--- config.mk ---
export PLATFORM = sky130hd
export DESIGN_NAME = wdog_keyed
export DESIGN_NICKNAME = d
export VERILOG_FILES = /design/src/rtl/wdog_pkg.sv /design/src/rtl/wdog_ctrl.sv /design/src/rtl/wdog_dp.sv /design/src/rtl/wdog_keyed.sv
export SDC_FILE = /design/constraint.sdc
export NUM_CORES = 1
export LEC_CHECK = 0
export ABC_CLOCK_PERIOD_IN_PS = 7700
export BUFFER_PORTS_ARGS = -buffer_cell sky130_fd_sc_hd__buf_2
export CAP_MARGIN = 20
export CORE_UTILIZATION = 55
export DETAILED_ROUTE_END_ITERATION = 8
export HOLD_SLACK_MARGIN = 0.08
export PLACE_DENSITY = 0.83
export SLEW_MARGIN = 5
export SYNTH_ARGS = -nofsm -noshare
export SYNTH_HDL_FRONTEND = slang
export SYNTH_SLANG_ARGS = --single-unit
export TNS_END_PERCENT = 1
--- constraint.sdc ---
create_clock -name clk -period 7.7 [get_ports clk]
set_input_delay 2.31 -clock clk [delete_from_list [all_inputs] [get_ports clk]]
set_output_delay 2.31 -clock clk [all_outputs]
set_load 0.03 [all_outputs]
--- src/rtl/wdog_pkg.sv ---
package wdog_pkg;
  localparam logic [7:0]  OFF_MODE    = 8'h00;
  localparam logic [7:0]  OFF_LEN     = 8'h04;
  localparam logic [7:0]  OFF_RESTART = 8'h08;
  localparam logic [7:0]  OFF_STATUS  = 8'h0C;
  localparam logic [7:0]  OFF_SWRST   = 8'h14;
  localparam logic [7:0]  MODE_KEY    = 8'h22;
  localparam logic [4:0]  LEN_KEY     = 5'h08;
  localparam logic [31:0] RESTART_VAL = 32'h0000_1971;
  localparam logic [31:0] SWRST_VAL   = 32'h0000_1209;

  typedef struct packed {
    logic dual;
    logic irqEn;
    logic oe;
    logic pol;
    logic en;
  } modeCfg_t;

  typedef struct packed {
    logic reload;
    logic swKick;
    logic irqClr;
  } dpStrobe_t;
endpackage

--- src/rtl/wdog_ctrl.sv ---
module wdog_ctrl
  import wdog_pkg::*;
#(
  parameter int AW = 8,
  parameter int TW = 11
) (
  input  logic          clk,
  input  logic          rstN,
  input  logic          wrEn,
  input  logic [AW-1:0] addr,
  input  logic [31:0]   wrData,
  input  logic          toEvent,
  output modeCfg_t      cfg,
  output logic [TW-1:0] lenVal,
  output dpStrobe_t     stb,
  output logic [31:0]   rdData
);
  logic modeHit, lenHit, restartHit, swHit;
  logic stTimeout, stSoft;

  assign modeHit    = wrEn && (addr == AW'(OFF_MODE)) && (wrData[31:24] == MODE_KEY);
  assign lenHit     = wrEn && (addr == AW'(OFF_LEN)) && (wrData[4:0] == LEN_KEY);
  assign restartHit = wrEn && (addr == AW'(OFF_RESTART)) && (wrData == RESTART_VAL);
  assign swHit      = wrEn && (addr == AW'(OFF_SWRST)) && (wrData == SWRST_VAL);

  always_comb begin
    stb.reload = restartHit || (modeHit && wrData[0] && !cfg.en);
    stb.swKick = swHit;
    stb.irqClr = modeHit;
  end

  always_ff @(posedge clk or negedge rstN) begin
    if (!rstN) begin
      cfg       <= '0;
      lenVal    <= '1;
      stTimeout <= 1'b0;
      stSoft    <= 1'b0;
    end else begin
      if (modeHit) begin
        cfg.en    <= wrData[0];
        cfg.pol   <= wrData[1];
        cfg.oe    <= wrData[2];
        cfg.irqEn <= wrData[3];
        cfg.dual  <= wrData[6];
      end
      if (lenHit) lenVal <= wrData[5 +: TW];
      if (modeHit) begin
        stTimeout <= 1'b0;
        stSoft    <= 1'b0;
      end else begin
        if (toEvent) stTimeout <= 1'b1;
        if (swHit)   stSoft    <= 1'b1;
      end
    end
  end

  always_comb begin
    rdData = '0;
    if (addr == AW'(OFF_MODE))
      rdData = {25'b0, cfg.dual, 2'b0, cfg.irqEn, cfg.oe, cfg.pol, cfg.en};
    else if (addr == AW'(OFF_LEN))
      rdData = 32'(lenVal) << 5;
    else if (addr == AW'(OFF_STATUS))
      rdData = {stTimeout, stSoft, 30'b0};
  end
endmodule

--- src/rtl/wdog_dp.sv ---
module wdog_dp
  import wdog_pkg::*;
#(
  parameter int TW    = 11,
  parameter int TPU   = 512,
  parameter int PULSE = 16
) (
  input  logic          clk,
  input  logic          rstN,
  input  logic          tick,
  input  modeCfg_t      cfg,
  input  logic [TW-1:0] lenVal,
  input  dpStrobe_t     stb,
  output logic          irq,
  output logic          rstActive,
  output logic          toEvent
);
  localparam int PW = (TPU > 1) ? $clog2(TPU) : 1;
  localparam int QW = $clog2(PULSE + 1);

  logic [PW-1:0] pre;
  logic [TW-1:0] cnt;
  logic [QW-1:0] pulseCnt;
  logic halted, irqQ;
  logic running, unitWrap, expire, irqOnly, firstDual, irqSet;

  assign running   = tick && cfg.en && !halted;
  assign unitWrap  = running && (pre == PW'(TPU - 1));
  assign expire    = unitWrap && (cnt <= TW'(1)) && !stb.reload;
  assign irqOnly   = cfg.irqEn && !cfg.dual;
  assign firstDual = cfg.dual && !irqQ;
  assign irqSet    = expire && (irqOnly || firstDual);
  assign toEvent   = expire && !irqOnly && !firstDual;

  always_ff @(posedge clk or negedge rstN) begin
    if (!rstN) begin
      pre    <= '0;
      cnt    <= '1;
      halted <= 1'b0;
    end else if (stb.reload) begin
      pre    <= '0;
      cnt    <= lenVal;
      halted <= 1'b0;
    end else if (expire) begin
      pre <= '0;
      if (irqOnly) halted <= 1'b1;
      else         cnt    <= lenVal;
    end else if (unitWrap) begin
      pre <= '0;
      cnt <= cnt - TW'(1);
    end else if (running) begin
      pre <= pre + PW'(1);
    end
  end

  always_ff @(posedge clk or negedge rstN) begin
    if (!rstN)                           irqQ <= 1'b0;
    else if (stb.reload || stb.irqClr)   irqQ <= 1'b0;
    else if (irqSet)                     irqQ <= 1'b1;
    else if (toEvent)                    irqQ <= 1'b0;
  end

  always_ff @(posedge clk or negedge rstN) begin
    if (!rstN)                            pulseCnt <= '0;
    else if (stb.swKick || toEvent)       pulseCnt <= QW'(PULSE);
    else if (tick && (pulseCnt != '0))    pulseCnt <= pulseCnt - QW'(1);
  end

  assign irq       = irqQ;
  assign rstActive = (pulseCnt != '0);
endmodule

--- src/rtl/wdog_keyed.sv ---
module wdog_keyed
  import wdog_pkg::*;
#(
  parameter int AW    = 8,
  parameter int TW    = 11,
  parameter int TPU   = 512,
  parameter int PULSE = 16
) (
  input  logic          clk,
  input  logic          rstN,
  input  logic          tick,
  input  logic          wrEn,
  input  logic [AW-1:0] addr,
  input  logic [31:0]   wrData,
  output logic [31:0]   rdData,
  output logic          irq,
  output logic          wdtRst
);
  modeCfg_t      cfg;
  dpStrobe_t     stb;
  logic [TW-1:0] lenVal;
  logic          toEvent, rstActive;

  wdog_ctrl #(.AW(AW), .TW(TW)) u_ctrl (
    .clk(clk), .rstN(rstN), .wrEn(wrEn), .addr(addr), .wrData(wrData),
    .toEvent(toEvent), .cfg(cfg), .lenVal(lenVal), .stb(stb), .rdData(rdData)
  );

  wdog_dp #(.TW(TW), .TPU(TPU), .PULSE(PULSE)) u_dp (
    .clk(clk), .rstN(rstN), .tick(tick), .cfg(cfg), .lenVal(lenVal),
    .stb(stb), .irq(irq), .rstActive(rstActive), .toEvent(toEvent)
  );

  assign wdtRst = cfg.pol ? (rstActive && cfg.oe) : !(rstActive && cfg.oe);
endmodule

==> results of run 1 <==
==> worst paths after layout <==
| check | from | slack (ns) | cells after the start | end |
|---|---|---|---|---|
| setup / recovery | addr[0] | 1.56 | 9 | rdData[6] |
| hold / removal | u_dp.cnt[7]$_DFFE_PN1P_ | 0.50 | 1 | u_dp.cnt[7]$_DFFE_PN1P_ |
| setup reg to reg | u_dp.pre[0]$_DFFE_PN0P_ | 4.54 | 10 | u_dp.cnt[3]$_DFFE_PN1P_ |
| hold reg to reg | u_dp.cnt[7]$_DFFE_PN1P_ | 0.50 | 1 | u_dp.cnt[7]$_DFFE_PN1P_ |
| max in group asynchronous | rstN | 4.95 | 1 | u_dp.pre[1]$_DFFE_PN0P_ |
| min in group asynchronous | rstN | 2.15 | 1 | u_ctrl.cfg[2]$_DFFE_PN0P_ |
==> power by group through the flow <==
stage	registers [mW]	logic (mW)	clock network (mW)
after floorplan	0.263	0.0562	0
after global placement	0.265	0.0734	0
after global routing	0.264	0.0891	0.158
after detailed placement	0.265	0.0776	0
final	0.261	0.0771	0.143
after CTS	0.261	0.0776	0.145
==> layout make-up <==
class | instances | area share
clock buffers | 7 | 0.02363
clock inverters | 1 | 0.002324
inverters | 10 | 0.01162
multi-input cells | 242 | 0.4818
flip-flops and latches | 45 | 0.3571
well taps | 67 | 0.02595
repair buffers | 63 | 0.09760
==> cell families after synthesis <==
group,synth area share
multiplexers,0.08628
AND/OR/NAND/NOR,0.2819
AO/OA/AOI/OAI,0.1129
XOR/XNOR,0.01525
buffers and inverters,0.07451
flip-flops,0.4017
other,0.001306
adder cells (fa/ha/maj),0.02614
==> registers in the layout (all words and copies together) (netlist names) <==
register          cells
u_dp.pre              9
u_dp.halted           1
u_dp.irq              1
u_ctrl.cfg            5
u_dp.cnt             11
u_ctrl.stSoft         1
u_ctrl.stTimeout      1
u_dp.pulseCnt         5
u_ctrl.lenVal        11
==> metrics by stage <==
stage / instance area [um^2] / setup slack [ns] / utilization / instances
6_report: 3231 / 1.555 / 0.6621 / 435
4_1_cts: 3226 / 1.084 / 0.6610 / 434
5_1_grt: 3231 / 1.395 / 0.6621 / 435
2_1_floorplan: 2924 / 1.734 / - / 321
3_5_place_dp: 3142 / 1.089 / 0.6438 / 426
3_3_place_gp: 3142 / 1.273 / 0.6438 / 426
==> cells in the mapped netlist (2+ instances only) <==
cell	instances
dfstp_2	22
nand2b_1	2
nor2_1	36
buf_6	2
mux2_2	14
o2bb2ai_1	4
or4_4	2
ha_1	6
xor2_1	3
nand3_1	5
buf_4	16
clkbuf_1	5
dfrtp_1	23
a21oi_1	11
nand3b_1	3
and2_1	11
o21ai_1	7
nor3b_1	7
nand4_1	4
or4_1	2
and3_1	12
a31oi_1	2
xnor2_1	2
a22oi_1	4
inv_1	10
nor3_1	10
o21ai_0	14
nor4_2	2
nor4b_1	3
mux2i_1	9
nor4_1	13
nand2_1	20
==> per-layer routing <==
layer | track usage | part of all wire
met5 | 0 | 0
met4 | 0.06289 | 0.0057
met3 | 0.03659 | 0.062
met2 | 0.4141 | 0.48
met1 | 0.3447 | 0.45
==> worst register-to-register path: cells and delay by family (launching register included) <==
kind,cells,cell delay (ns)
AND/OR/NAND/NOR,6,1.67
adder cells (fa/ha/maj),2,0.57
AO/OA/AOI/OAI,2,0.47
flip-flops,1,0.40
==> metrics.yaml, run 1 <==
timing:
  drv_slew: 0
  rsz0062_at_grt: "no"
  setup_tns_ns: 0
  period_minus_slack_ns: 6.145
  skew_ns: 0.005682
  setup_viol: 0
  worst_pin_slew_ns: 0.9592
  fin_crit_sh: 0.7980
  worst_hold_slack_ns: 0.4967
  final_hold_viol_count: 0
  fmax_mhz: 162.7
  maxSlewHeadroom: 0.3605
clock_tree:
  cts_tree: "done"
  numCtsBuffers: 5
  clk_root_buffer_cell: "clkbuf_8"
  clk_latency_ns: 0.30
  holdBufCountCts: 0
  cts_resized: 0
  cts_sinks: 45
  clk_pin_slew_ns: 0.08
  cts_setup_buffers: 0
  ctsHtreeMaxLevel: 2
  cts_max_path_buffers: 2
global_routing:
  grt_pass1_wl_um: 10550
  antenna_found_initial: 0
  grt_max_degree: 46
  grtUsageTotal: 0.2492
  grt_pass1_vias: 2250
  globalRouteOverflowTotal: 0
min_path:
  hold_class: "reg -> reg"
power:
  clock_power_share: 0.298
  p_per_area_mw_per_mm2: 149.2
  switching_share: 0.2829
  combPwrFrac: 0.160
  p_leak_nw: 1.505
  internal_power_mw: 0.3456
  ir_worst_vdd_uv: 127.8
  p_seq_frac: 0.542
  power_switching_mw: 0.1364
  total_power_mw: 0.4820
layout:
  n_antenna_cell: 0
  n_fill_cell: 384
  final_common_cell: "buf_2"
  drive_gt1_frac: 0.3125
  nNetsFinal: 417
  layout_common_cells: "buf_2 (63), nor2_1 (36), dfrtp_1 (23)"
  area_delta_synth_final_pct: 12.51
  layout.area.seq_mm2: 0.001154
  multiInputGateArea_mm2: 0.001556
critical_path:
  arrival_ns: 3.83
  critPathMaxStageDelay_ns: 0.25
  endpoint_kind: "output port"
  crit_slowest_cell: "nor4_1"
  worst_setup_path_start_kind: "input pin"
  path_common_cell: "buf_2"
  cp.required_ns: 5.39
  crit_type: "in -> out"
  worstPathMaxFanout: 11
  cp.buffers_inverters: 3
  cp_cell_sequence: "buf_2 > or2_0 > nor4_1 > nand2_1 > nor3_1 > buf_2 > nand2_1 > o21ai_0 > buf_2"
  crit_family: "simple AND/OR/NAND/NOR gates"
floorplan:
  initial_utilization: 0.5885
  core_mm2: 0.004880
  die_h_um: 74.26
  pin_count: 78
  fp.dieW_um: 74.26
  fp-row-count: 25
  dieArea_mm2: 0.005514
place:
  globalplace.congestion: 0.8966
  dp_hpwl_um: 4741
  portBuffers: 62
synthesis:
  ys_warn_count: 0
  synth_cells: 307
  netlist.area_leader.share: 0.2013
  async_flop_share: 1.000
  synth_top_cell_by_area: "dfstp_2"
  syn_area_mm2: 0.002872
  syn_avg_cell_area_um2: 9.353
  ys_ff_latch: 45
  synth_area_leaders: "dfstp_2 (20%), dfrtp_1 (20%), mux2_2 (5.5%)"
  seq_area_frac_synth: 0.4017
  synth_edf_count: 0
  ys_types: 53
  synth_ff_type: "dfrtp_1"
detailed_routing:
  drt_iter0_drc: 224
  remaining_drc_errors: 0
  dr.pass1.iters: 4
  vias: 2522
  vias_per_cell: 5.798
  drt_wl_total_um: 6321
  postRouteAntennaNets: 0
  detail_route.wl_per_cell_um: 14.53
status:
  outcome: "finished, final reports clean"
job:
  cap_violations: 0
(Power assumes the default switching activity.)
==> run 2, diff against run 1 <==
Settings changed: ABC_CLOCK_PERIOD_IN_PS 7700 to 6200, CORE_UTILIZATION 55 to 53, PLACE_DENSITY 0.83 to 0.81.
Clock period 7.7 ns to 6.2 ns, I/O delays scaled along.
==> metrics.yaml, run 2 (synthesis results as in run 1) <==
status:
  outcome: "finished, final reports clean"
floorplan:
  fp-row-count: 26  # +4.0%
  fp.dieW_um: 75.61  # +1.8%
  initial_utilization: 0.5552  # -0.03331
  dieArea_mm2: 0.005716  # +3.7%
  die_h_um: 75.61  # +1.8%
  core_mm2: 0.005172  # +6.0%
  pin_count: 78  # unchanged
critical_path:
  endpoint_kind: "output port"
  cp-startpoint: "addr[0]"
  crit_slowest_cell: "nor3_1"
  path_common_cell: "buf_2"
  critPathMaxStageDelay_ns: 0.26  # about the same
  cp.depth: 8  # -1
  worstPathMaxFanout: 10  # -1
  worst_setup_path_start_kind: "input pin"
  arrival_ns: 3.36  # -0.47 ns
  crit_type: "in -> out"
  cp.required_ns: 4.34  # -1.05 ns
  cp.buffers_inverters: 3  # unchanged
  reg2reg_from: "u_dp.pre[0]$_DFFE_PN0P_"
  r2r-end: "u_dp.cnt[3]$_DFFE_PN1P_"
  ff2ff_path_depth: 10  # unchanged
  cp_cell_sequence: "buf_2 > or2_0 > nor4_1 > nand2_1 > nor3_1 > buf_4 > and2_1 > buf_2"
  r2r_slack_ns: 3.06  # -1.48 ns
  crit_family: "simple AND/OR/NAND/NOR gates"
global_routing:
  grt_pass1_vias: 2205  # -2.0%
  globalRouteOverflowTotal: 0  # unchanged
  antenna_found_initial: 0  # unchanged
  grtUsageTotal: 0.2324  # -0.01682
  grt_max_degree: 46  # unchanged
  grt_pass1_wl_um: 9998  # -5.2%
timing:
  drv_slew: 0  # unchanged
  setup_viol: 0  # unchanged
  rsz0062_at_grt: "no"
  fin_crit_sh: 0.8425
  fin_ws_ns: 0.9763  # -0.5789 ns
  worst_pin_slew_ns: 0.9063  # -0.05290 ns
  period_minus_slack_ns: 5.224
  skew_ns: 0.01194  # +0.006259 ns
  setup_tns_ns: 0  # unchanged
  final_hold_viol_count: 0  # unchanged
  fmax_mhz: 191.4
  maxSlewHeadroom: 0.3911  # +0.03062
clock_tree:
  clk_root_buffer_cell: "clkbuf_8"
  cts_tree: "done"
  cts_resized: 0  # unchanged
  cts_max_path_buffers: 2  # unchanged
  cts_setup_buffers: 0  # unchanged
  cts_sinks: 45  # unchanged
  ctsHtreeMaxLevel: 2  # unchanged
  clk_pin_slew_ns: 0.08  # about the same
  numCtsBuffers: 5  # unchanged
  clk_latency_ns: 0.31  # about the same
  holdBufCountCts: 0  # unchanged
layout:
  area_delta_synth_final_pct: 13.29
  top_regs: "u_ctrl.lenVal (11), u_dp.cnt (11), u_dp.pre (9)"
  n_fill_cell: 409  # +6.5%
  fin_cells: 439  # +0.92%
  fin_util: 0.6289  # -0.03312
  drive_gt1_frac: 0.3117  # -0.0008469
  final_common_cell: "buf_2"
  n_antenna_cell: 0  # unchanged
  nNetsFinal: 418  # +0.24%
  layout_common_cells: "buf_2 (62), nor2_1 (36), dfrtp_1 (23)"
power:
  combPwrFrac: 0.160  # about the same
  p_seq_frac: 0.543  # about the same
  p_leak_nw: 1.516  # +0.71%
  power_switching_mw: 0.1675  # +23%
  ir_worst_vdd_uv: 153.5  # +20%
  internal_power_mw: 0.4288  # +24%
  p_per_area_mw_per_mm2: 183.3  # +23%
  total_power_mw: 0.5963  # +24%
  switching_share: 0.2809  # -0.001975
  clock_power_share: 0.297  # about the same
detailed_routing:
  vias: 2463  # -2.3%
  postRouteAntennaNets: 0  # unchanged
  drt_iter0_drc: 177  # -21%
  detail_route.wl_per_cell_um: 14.30  # -1.6%
  drt_wl_total_um: 6277  # -0.70%
  vias_per_cell: 5.610  # -3.2%
  remaining_drc_errors: 0  # unchanged
  dr.pass1.iters: 4  # unchanged
place:
  dp_hpwl_um: 4661  # -1.7%
  globalplace.congestion: 0.8809  # -1.8%
  dp.cells: 430  # +0.94%
  portBuffers: 62  # unchanged
  dp_slack_ns: 0.9864  # -0.1023 ns
min_path:
  hold_class: "reg -> reg"
  hold_depth: 2  # +1
  hold-path-endpoint: "u_dp.cnt[1]$_DFFE_PN1P_"
  min-delay-start: "u_dp.cnt[1]$_DFFE_PN1P_"
job:
  cap_violations: 0  # unchanged
## run 2: worst max path at each step
stage                       endpoint  slack [ns]
after floorplan            rdData[6]        1.13
after global placement    rdData[12]        1.06
after detailed placement  rdData[15]        0.99
after CTS                 rdData[15]        0.98
after global routing       rdData[8]        0.84
final                     rdData[15]        0.98
## run 2: per-layer routing
layer | wire, um | up-vias | track usage
met1 | 2970 | 1163 | 0.3174
met3 | 208 | 12 | 0.03307
met2 | 2966 | 82 | 0.3760
met5 | 0 | - | 0
li1 | - | 1206 | -
met4 | 132 | 0 | 0.09053
## run 2: final cells by class
cell class / count / area, um^2 / area share
clock inverter: 1 / 3.754 / 0.001154
clock buffer: 7 / 76.32 / 0.02346
tap: 70 / 87.58 / 0.02692
timing repair buffer: 64 / 337.8 / 0.1038
inverter: 10 / 37.54 / 0.01154
sequential: 45 / 1154 / 0.3546
multi-input combinational: 242 / 1556 / 0.4785
## run 2: worst register-to-register path: stages, from the launching register on
cell and delay (ns):
dfrtp_1 0.39, ha_1 0.18, and3_1 0.17, and3_1 0.20, and3_1 0.17, ha_1 0.37, nand4b_1 0.16, nor4_1 0.39
or3_1 0.60, o21ai_0 0.19, a22o_1 0.25
## run 2: stage by stage
step | hold slack (ns) | area (um^2)
floorplan | 0.4545 | 2924
global placement | 0.4699 | 3153
detailed placement | 0.4766 | 3153
CTS | 0.4883 | 3233
global route | 0.5067 | 3253
finish | 0.4922 | 3253
## run 2: power by group through the flow
stage | clock, mW | sequential [mW] | combinational, mW
6_report | 0.177 | 0.324 | 0.0953
4_1_cts | 0.179 | 0.324 | 0.0945
3_3_place_gp | 0 | 0.328 | 0.0908
3_5_place_dp | 0 | 0.329 | 0.0935
2_1_floorplan | 0 | 0.326 | 0.0698
5_1_grt | 0.190 | 0.327 | 0.112
